### src/rtl/pt_walker_pkg.sv
package pt_walker_pkg;

    typedef enum logic [2:0] {
        ST_IDLE,
        ST_ISSUE_READ,
        ST_WAIT_DATA,
        ST_CHECK,
        ST_RESPOND
    } walk_state_e;

    typedef enum logic [1:0] {
        XL_OK         = 2'b00,
        XL_PAGE_FAULT = 2'b01,
        XL_PROT_FAULT = 2'b10
    } xl_status_e;

    typedef struct packed {
        logic present;
        logic can_rd;
        logic can_wr;
    } pte_flags_t;

endpackage

### src/rtl/pt_base_reg.sv
module pt_base_reg #(
    parameter int ADDR_W = 32
) (
    input  logic              clk,
    input  logic              rst_n,
    input  logic              wr_en,
    input  logic [ADDR_W-1:0] wr_data,
    output logic [ADDR_W-1:0] base_q
);
    always_ff @(posedge clk) begin
        if (!rst_n) begin
            base_q <= '0;
        end else if (wr_en) begin
            base_q <= wr_data;
        end
    end
endmodule

### src/rtl/pt_entry_addr.sv
module pt_entry_addr #(
    parameter int ADDR_W    = 32,
    parameter int VPN_W     = 20,
    parameter int PTE_BYTES = 4
) (
    input  logic [ADDR_W-1:0] base,
    input  logic [VPN_W-1:0]  vpn,
    output logic [ADDR_W-1:0] entry_addr
);
    localparam int SHIFT = $clog2(PTE_BYTES);
    localparam int PAD_W = ADDR_W - VPN_W;

    logic [ADDR_W-1:0] scaled;

    generate
        if (PAD_W > 0) begin : g_pad
            assign scaled = {{PAD_W{1'b0}}, vpn} << SHIFT;
        end else begin : g_nopad
            assign scaled = vpn[ADDR_W-1:0] << SHIFT;
        end
    endgenerate

    assign entry_addr = base + scaled;
endmodule

### src/rtl/pt_pte_check.sv
module pt_pte_check
    import pt_walker_pkg::*;
#(
    parameter int PPN_W = 18,
    parameter int OFF_W = 12,
    localparam int PA_W = PPN_W + OFF_W
) (
    input  pte_flags_t       flags,
    input  logic             is_write,
    input  logic [PPN_W-1:0] ppn,
    input  logic [OFF_W-1:0] offset,
    output logic [1:0]       status,
    output logic [PA_W-1:0]  paddr
);
    logic allowed;

    always_comb begin
        allowed = is_write ? flags.can_wr : flags.can_rd;
        if (!flags.present) begin
            status = XL_PAGE_FAULT;
            paddr  = '0;
        end else if (!allowed) begin
            status = XL_PROT_FAULT;
            paddr  = '0;
        end else begin
            status = XL_OK;
            paddr  = {ppn, offset};
        end
    end
endmodule

### src/rtl/pt_walker.sv
module pt_walker
    import pt_walker_pkg::*;
#(
    parameter int VA_W      = 32,
    parameter int OFF_W     = 12,
    parameter int PPN_W     = 18,
    parameter int ADDR_W    = 32,
    parameter int PTE_W     = 32,
    parameter int PRESENT_B = 31,
    parameter int RD_B      = 30,
    parameter int WR_B      = 29,
    localparam int VPN_W    = VA_W - OFF_W,
    localparam int PA_W     = PPN_W + OFF_W,
    localparam int PTE_BYTES = PTE_W / 8
) (
    input  logic              clk,
    input  logic              rst_n,
    input  logic              base_wr_en,
    input  logic [ADDR_W-1:0] base_wr_data,
    input  logic              req_valid,
    output logic              req_ready,
    input  logic [VA_W-1:0]   req_vaddr,
    input  logic              req_write,
    output logic              mem_req_valid,
    input  logic              mem_req_ready,
    output logic [ADDR_W-1:0] mem_req_addr,
    input  logic              mem_rsp_valid,
    input  logic [PTE_W-1:0]  mem_rsp_data,
    output logic              rsp_valid,
    input  logic              rsp_ready,
    output logic [1:0]        rsp_status,
    output logic [PA_W-1:0]   rsp_paddr
);
    walk_state_e state_q, state_d;

    logic [ADDR_W-1:0] base_q;
    logic [ADDR_W-1:0] walk_base_q;
    logic [VPN_W-1:0]  walk_vpn_q;
    logic [OFF_W-1:0]  walk_off_q;
    logic              walk_wr_q;
    logic [PTE_W-1:0]  pte_q;
    logic [1:0]        res_status_q;
    logic [PA_W-1:0]   res_paddr_q;

    logic [ADDR_W-1:0] entry_addr;
    logic [1:0]        chk_status;
    logic [PA_W-1:0]   chk_paddr;
    pte_flags_t        pte_flags;
    logic              unused_pte;

    logic accept, mem_fire, rsp_fire;

    pt_base_reg #(.ADDR_W(ADDR_W)) u_base (
        .clk     (clk),
        .rst_n   (rst_n),
        .wr_en   (base_wr_en),
        .wr_data (base_wr_data),
        .base_q  (base_q)
    );

    pt_entry_addr #(
        .ADDR_W    (ADDR_W),
        .VPN_W     (VPN_W),
        .PTE_BYTES (PTE_BYTES)
    ) u_addr (
        .base       (walk_base_q),
        .vpn        (walk_vpn_q),
        .entry_addr (entry_addr)
    );

    assign pte_flags.present = pte_q[PRESENT_B];
    assign pte_flags.can_rd  = pte_q[RD_B];
    assign pte_flags.can_wr  = pte_q[WR_B];
    assign unused_pte        = ^pte_q;

    pt_pte_check #(.PPN_W(PPN_W), .OFF_W(OFF_W)) u_check (
        .flags    (pte_flags),
        .is_write (walk_wr_q),
        .ppn      (pte_q[PPN_W-1:0]),
        .offset   (walk_off_q),
        .status   (chk_status),
        .paddr    (chk_paddr)
    );

    assign accept   = req_valid && (state_q == ST_IDLE);
    assign mem_fire = mem_req_ready && (state_q == ST_ISSUE_READ);
    assign rsp_fire = rsp_ready && (state_q == ST_RESPOND);

    // state register
    always_ff @(posedge clk) begin
        if (!rst_n) begin
            state_q <= ST_IDLE;
        end else begin
            state_q <= state_d;
        end
    end

    // next state
    always_comb begin
        state_d = state_q;
        unique case (state_q)
            ST_IDLE:       if (req_valid)     state_d = ST_ISSUE_READ;
            ST_ISSUE_READ: if (mem_req_ready) state_d = ST_WAIT_DATA;
            ST_WAIT_DATA:  if (mem_rsp_valid) state_d = ST_CHECK;
            ST_CHECK:                         state_d = ST_RESPOND;
            ST_RESPOND:    if (rsp_ready)     state_d = ST_IDLE;
            default:                          state_d = ST_IDLE;
        endcase
    end

    // outputs
    always_comb begin
        req_ready     = 1'b0;
        mem_req_valid = 1'b0;
        rsp_valid     = 1'b0;
        unique case (state_q)
            ST_IDLE:       req_ready     = 1'b1;
            ST_ISSUE_READ: mem_req_valid = 1'b1;
            ST_RESPOND:    rsp_valid     = 1'b1;
            default: ;
        endcase
    end

    assign mem_req_addr = entry_addr;
    assign rsp_status   = res_status_q;
    assign rsp_paddr    = res_paddr_q;

    // walk context, captured on acceptance
    always_ff @(posedge clk) begin
        if (!rst_n) begin
            walk_base_q <= '0;
            walk_vpn_q  <= '0;
            walk_off_q  <= '0;
            walk_wr_q   <= 1'b0;
        end else if (accept) begin
            walk_base_q <= base_q;
            walk_vpn_q  <= req_vaddr[VA_W-1:OFF_W];
            walk_off_q  <= req_vaddr[OFF_W-1:0];
            walk_wr_q   <= req_write;
        end
    end

    // entry capture and result
    always_ff @(posedge clk) begin
        if (!rst_n) begin
            pte_q        <= '0;
            res_status_q <= XL_OK;
            res_paddr_q  <= '0;
        end else begin
            if (state_q == ST_WAIT_DATA && mem_rsp_valid) begin
                pte_q <= mem_rsp_data;
            end
            if (state_q == ST_CHECK) begin
                res_status_q <= chk_status;
                res_paddr_q  <= chk_paddr;
            end
        end
    end

    logic unused_fire;
    assign unused_fire = mem_fire ^ rsp_fire;
endmodule

### config.mk
export PLATFORM = sky130hd
export DESIGN_NAME = pt_walker
export DESIGN_NICKNAME = d
export VERILOG_FILES = /design/src/rtl/pt_walker_pkg.sv /design/src/rtl/pt_base_reg.sv /design/src/rtl/pt_entry_addr.sv /design/src/rtl/pt_pte_check.sv /design/src/rtl/pt_walker.sv
export SDC_FILE = /design/constraint.sdc
export NUM_CORES = 1
export LEC_CHECK = 0
export ABC_AREA = 1
export ABC_CLOCK_PERIOD_IN_PS = 2600
export BUFFER_PORTS_ARGS = -buffer_cell sky130_fd_sc_hd__buf_2
export CAP_MARGIN = 5
export CELL_PAD_IN_SITES_DETAIL_PLACEMENT = 1
export CELL_PAD_IN_SITES_GLOBAL_PLACEMENT = 2
export CORE_MARGIN = 4
export CORE_UTILIZATION = 29
export DETAILED_ROUTE_END_ITERATION = 16
export GPL_TIMING_DRIVEN = 1
export PLACE_DENSITY_LB_ADDON = 0.1
export SYNTH_ARGS = -nofsm -noshare
export SYNTH_HDL_FRONTEND = slang
export SYNTH_HIERARCHICAL = 1
export SYNTH_SLANG_ARGS = --single-unit
### constraint.sdc
create_clock -name clk -period 2.6 [get_ports clk]
set_clock_uncertainty 0.15 [all_clocks]
set_input_delay 0.13 -clock clk [delete_from_list [all_inputs] [get_ports clk]]
set_output_delay 0.13 -clock clk [all_outputs]
set_load 0.05 [all_outputs]
== Word-level counts from Yosys, hierarchy flattened ==
Index checks and enable logic that the tools add are counted.
Storage, ports and cells
  register bits: 164
  output and inout bits: 67
  logic and storage cells: 35
Operators by class
  $add $sub $neg: 1
  equality and inequality tests: 8
  muxes and demuxes: 13
  reduce and logical (&&, ||, !) cells: 4
Operators with widths (count)
  $mux 30: 2
  $add 32x22->32: 1
  $pmux 3 s5: 1
  $mux 3: 4
  $ne 2x2->1 const B: 4
  $eq 3x2->1 const B: 2
  $mux 1: 4
  $mux 2: 2
  $reduce_and 4->1: 1
  $eq 3x1->1 const B: 1
  $eq 3x3->1 const B: 1
  $logic_not 3->1: 1
  $logic_and 1x1->1: 2

== Longest topological paths before layout ==
  word-level depth: 3
  gate-level depth with buffers: 12

== Cells and area by module ==
The synthesis kept the hierarchy.
By module, submodules not included
  pt_walker: times used 1, cells an instance 557, area each 4425.5 um^2, seq. area each 2422.3 um^2
  pt_entry_addr: times used 1, cells an instance 392, area each 1945.6 um^2, seq. area each 0.0 um^2
  pt_base_reg: times used 1, cells an instance 202, area each 1335.0 um^2, seq. area each 640.6 um^2
  pt_pte_check: times used 1, cells an instance 77, area each 400.4 um^2, seq. area each 0.0 um^2

== Least setup slack after synthesis ==
Ideal clock, no wire load.
  kind: reg-to-output
  start point: register walk_base_q[2]
  end point: output mem_req_addr[18]
  arrival: 2.239 ns
  data required time: 2.320 ns
  path slack: 0.081 ns
  cell stages (with the launch flop): 11
  buffers on the path: 0
  cell sequence: dfxtp_1 -> ha_1 -> inv_1 -> fa_1 -> inv_1 -> nand3_1 -> nand3_2 -> nand2_1 -> nand2_1 -> a21oi_1 -> xnor2_1
Between the ends
  longest elaborated chain between the ends: 1
RTL lines
  from (decl): line pt_walker.sv:37  | logic [ADDR_W-1:0] walk_base_q;
  from (signal assigned): line pt_walker.sv:136  | walk_base_q <= base_q;
  $add 32x22->32: line pt_entry_addr.sv:23  | assign entry_addr = base + scaled;
  to (decl): line pt_walker.sv:26  | output logic [ADDR_W-1:0] mem_req_addr,
Every way passes these cells.

== Worst setup path in the final report ==
Same ends and word-level chain as after synthesis.

==> impl_metrics.yaml <==
yosys:
  synth_nets: 1353
  synthMuxAreaShare_pct: 0
  synth_adder_area_share_pct: 3.33
  yosysUniqueCellTypes: 31
  synth_seq_area_share_pct: 37.8
  ys_warn_count: 6
  syn_area_um2: 8110
  post_synth_xor_area_fraction_pct: 1.51
  ys_ff_latch: 153
  syn_avg_cell_area_um2: 6.60
  synth_top_family_by_area: "simple AND/OR/NAND/NOR gates"
  synthesis.instances: 1228
  yosys.area_share.simple_pct: 35.5
  synth-compound-area-share_pct: 9.82
clock_network:
  clk_pin_slew_ns: 0.07
  cts_buffers: 17
  clk_latency_ns: 0.43
  cts_tree: "built"
  h-tree-depth: 4
  cts_sinks: 153
  cts_root_buf: "clkbuf_16"
  cts_max_path_buffers: 2
final_layout:
  n_antenna_cell: 0
  stdcell_count: 1831
  layout_commonest_cell: "nand2_1"
  final_cell_mix: "316 x nand2_1, 151 x dfxtp_1, 149 x nor2_1"
  drive_gt1_share_pct: 23.5
  fin_nets: 1572
  area_delta_synth_final_pct: 35.3
die:
  coreArea_um2: 27300
  ioPinCount: 171
  die_x_um: 175
  dieArea_um2: 30700
  die-height_um: 175
  start_util_pct: 29.7
  fp-row-count: 60
sta:
  finalHoldViolations: 0
  rsz0062_at_grt: "true"
  fmax_mhz: 395
  min_period_over_period_pct: 97.3
  finalCriticalPeriod_ns: 2.53
  finalSetupViolCount: 0
  tightest_slew_ns: 0.783
  holdWs_ns: 0.0189
  slew-limit-headroom_pct: 47.8
  slew_viol_final: 0
grt:
  grt_pass1_wl_mm: 42.2
  grt_overflow: 0
  grt_usage_pct: 17.0
  grt_max_degree: 69
  grt_pass1_vias: 8057
  antenna_found_initial: 0
route:
  dr.pass1.iters: 4
  drt-total-wl_mm: 25.9
  routed_via_density: 4.38
  vias: 8021
  drt_iter0_markers: 319
  ant_nets: 0
  wire_per_inst_um: 14.1
  drc: 0
place:
  hpwlAfterDp_mm: 18.7
  routabilityCongestion: 0.821
  port_buffers: 159
  placed_cells_incl_taps: 1710
outcome:
  status: "completed"
pwr:
  power_density_nw_per_um2: 812
  p_leak_nw: 5.00
  finalPower_w: 0.00890
  ir_worst_vdd_mv: 0.410
critical_path:
  critPathMaxFanout: 4
  crit_required_ns: 2.32
  crit_path_end_kind: "primary output"
  worstSetupStartpointType: "flip-flop"
  path_class: "flip-flop to primary output"
  arrival_ns: 2.25
flow_run:
  drv_cap: 0
min_path:
  hold_class: "input pin to flip-flop"
[synth_stat cells]
master,instances,area share (%)
a21o_1,1,0.093
a21oi_1,99,6.1
and2_1,1,0.077
buf_2,13,0.80
buf_4,11,1.0
buf_6,14,1.9
clkbuf_1,24,1.1
clkbuf_2,1,0.062
clkinv_1,1,0.046
dfxtp_1,153,38
fa_1,1,0.25
ha_1,20,3.1
inv_1,148,6.9
inv_2,5,0.23
nand2_1,334,15
nand2_2,16,1.2
nand3_1,96,5.9
nand3_2,5,0.62
nand3b_1,2,0.19
nand4_1,4,0.31
nor2_1,153,7.1
nor2_2,42,3.2
nor2_4,2,0.28
nor3_1,4,0.25
nor3_2,5,0.62
nor3_4,1,0.20
o21ai_0,50,3.1
o21ai_1,7,0.43
o21bai_1,1,0.093
xnor2_1,2,0.22
xor2_1,12,1.3
[kinds of logic (layout without fill, tap and decap cells)]
family                   Yosys count  after routing
AO/OA/AOI/OAI                    158            158
AND/OR/NAND/NOR                  665            665
XOR/XNOR                          14             14
flip-flops                       153            153
buffers and inverters            217            448
adder cells (fa/ha/maj)           21             21
[sequential cells by signal (all words and copies together), names as in the netlist]
signal,cells
walk_base_q,32
walk_vpn_q,20
rsp_status,2
u_base/base_q,32
pte_q,21
walk_wr_q,1
state_q,3
walk_off_q,12
rsp_paddr,30
[stage by stage]
step	instance area [um2]	TNS, ns	worst slack, ns	util (%)
2_1_floorplan	8110	0	0.0808	-
3_5_place_dp	9110	0	0.131	33.4
3_3_place_gp	9110	0	0.198	33.4
5_1_grt	11000	-0.0734	-0.0402	40.2
4_1_cts	10600	-0.0364	-0.0265	39.0
6_report	11000	0	0.0689	40.2
[worst paths after layout]
kind,from,to,slack (ns),cells past startpoint
min reg2reg,pte_q[8]$_SDFFE_PN0P_,pte_q[8]$_SDFFE_PN0P_,0.30,2
max reg2reg,state_q[1]$_SDFFE_PN0P_,walk_base_q[30]$_SDFFE_PN0P_,0.80,4
min,req_valid,walk_base_q[1]$_SDFFE_PN0P_,0.02,3
max,walk_base_q[2]$_SDFFE_PN0P_,mem_req_addr[18],0.07,11
[power breakdown]
part / internal (W) / leakage (nW) / switching (W)
clock network: 0.00134 / 0.265 / 0.00113
registers: 0.00272 / 1.25 / 0.000282
logic: 0.00104 / 3.49 / 0.00240
total: 0.00509 / 5.00 / 0.00381
[routing by layer]
layer	GRT usage (%)	part of all wire, %	vias to the layer above
met5	0	0	-
met4	4.78	1.5	0
met3	2.27	3.8	19
met2	26.9	44	131
met1	24.2	51	3630
li1	-	-	4241
[timing repair]
action	CTS	global route
endpoints found under the hold margin	87	0
hold buffers	87	0
resized for setup	32	80
endpoints found under the setup margin	20	23
buffers inserted	0	3
pin swaps	1	11
[final cells by class]
type / count / area [um2]
Fill cell: 3430 / 16300
Multi-Input combinational cell: 858 / 4380
Sequential cell: 153 / 3070
Timing Repair Buffer: 263 / 1920
Inverter: 154 / 578
Tap cell: 372 / 465
Clock buffer: 17 / 425
Clock inverter: 14 / 138
[worst max-delay path: stages, from the launching register on]
cell     delay, ns
dfxtp_2       0.35
ha_4          0.14
inv_2         0.04
fa_2          0.37
inv_2         0.08
nand3_2       0.08
nand3_4       0.10
nand2_2       0.08
nand2_4       0.11
a21oi_2       0.06
xnor2_1       0.18
buf_4         0.22
(Power assumes the default switching activity.)
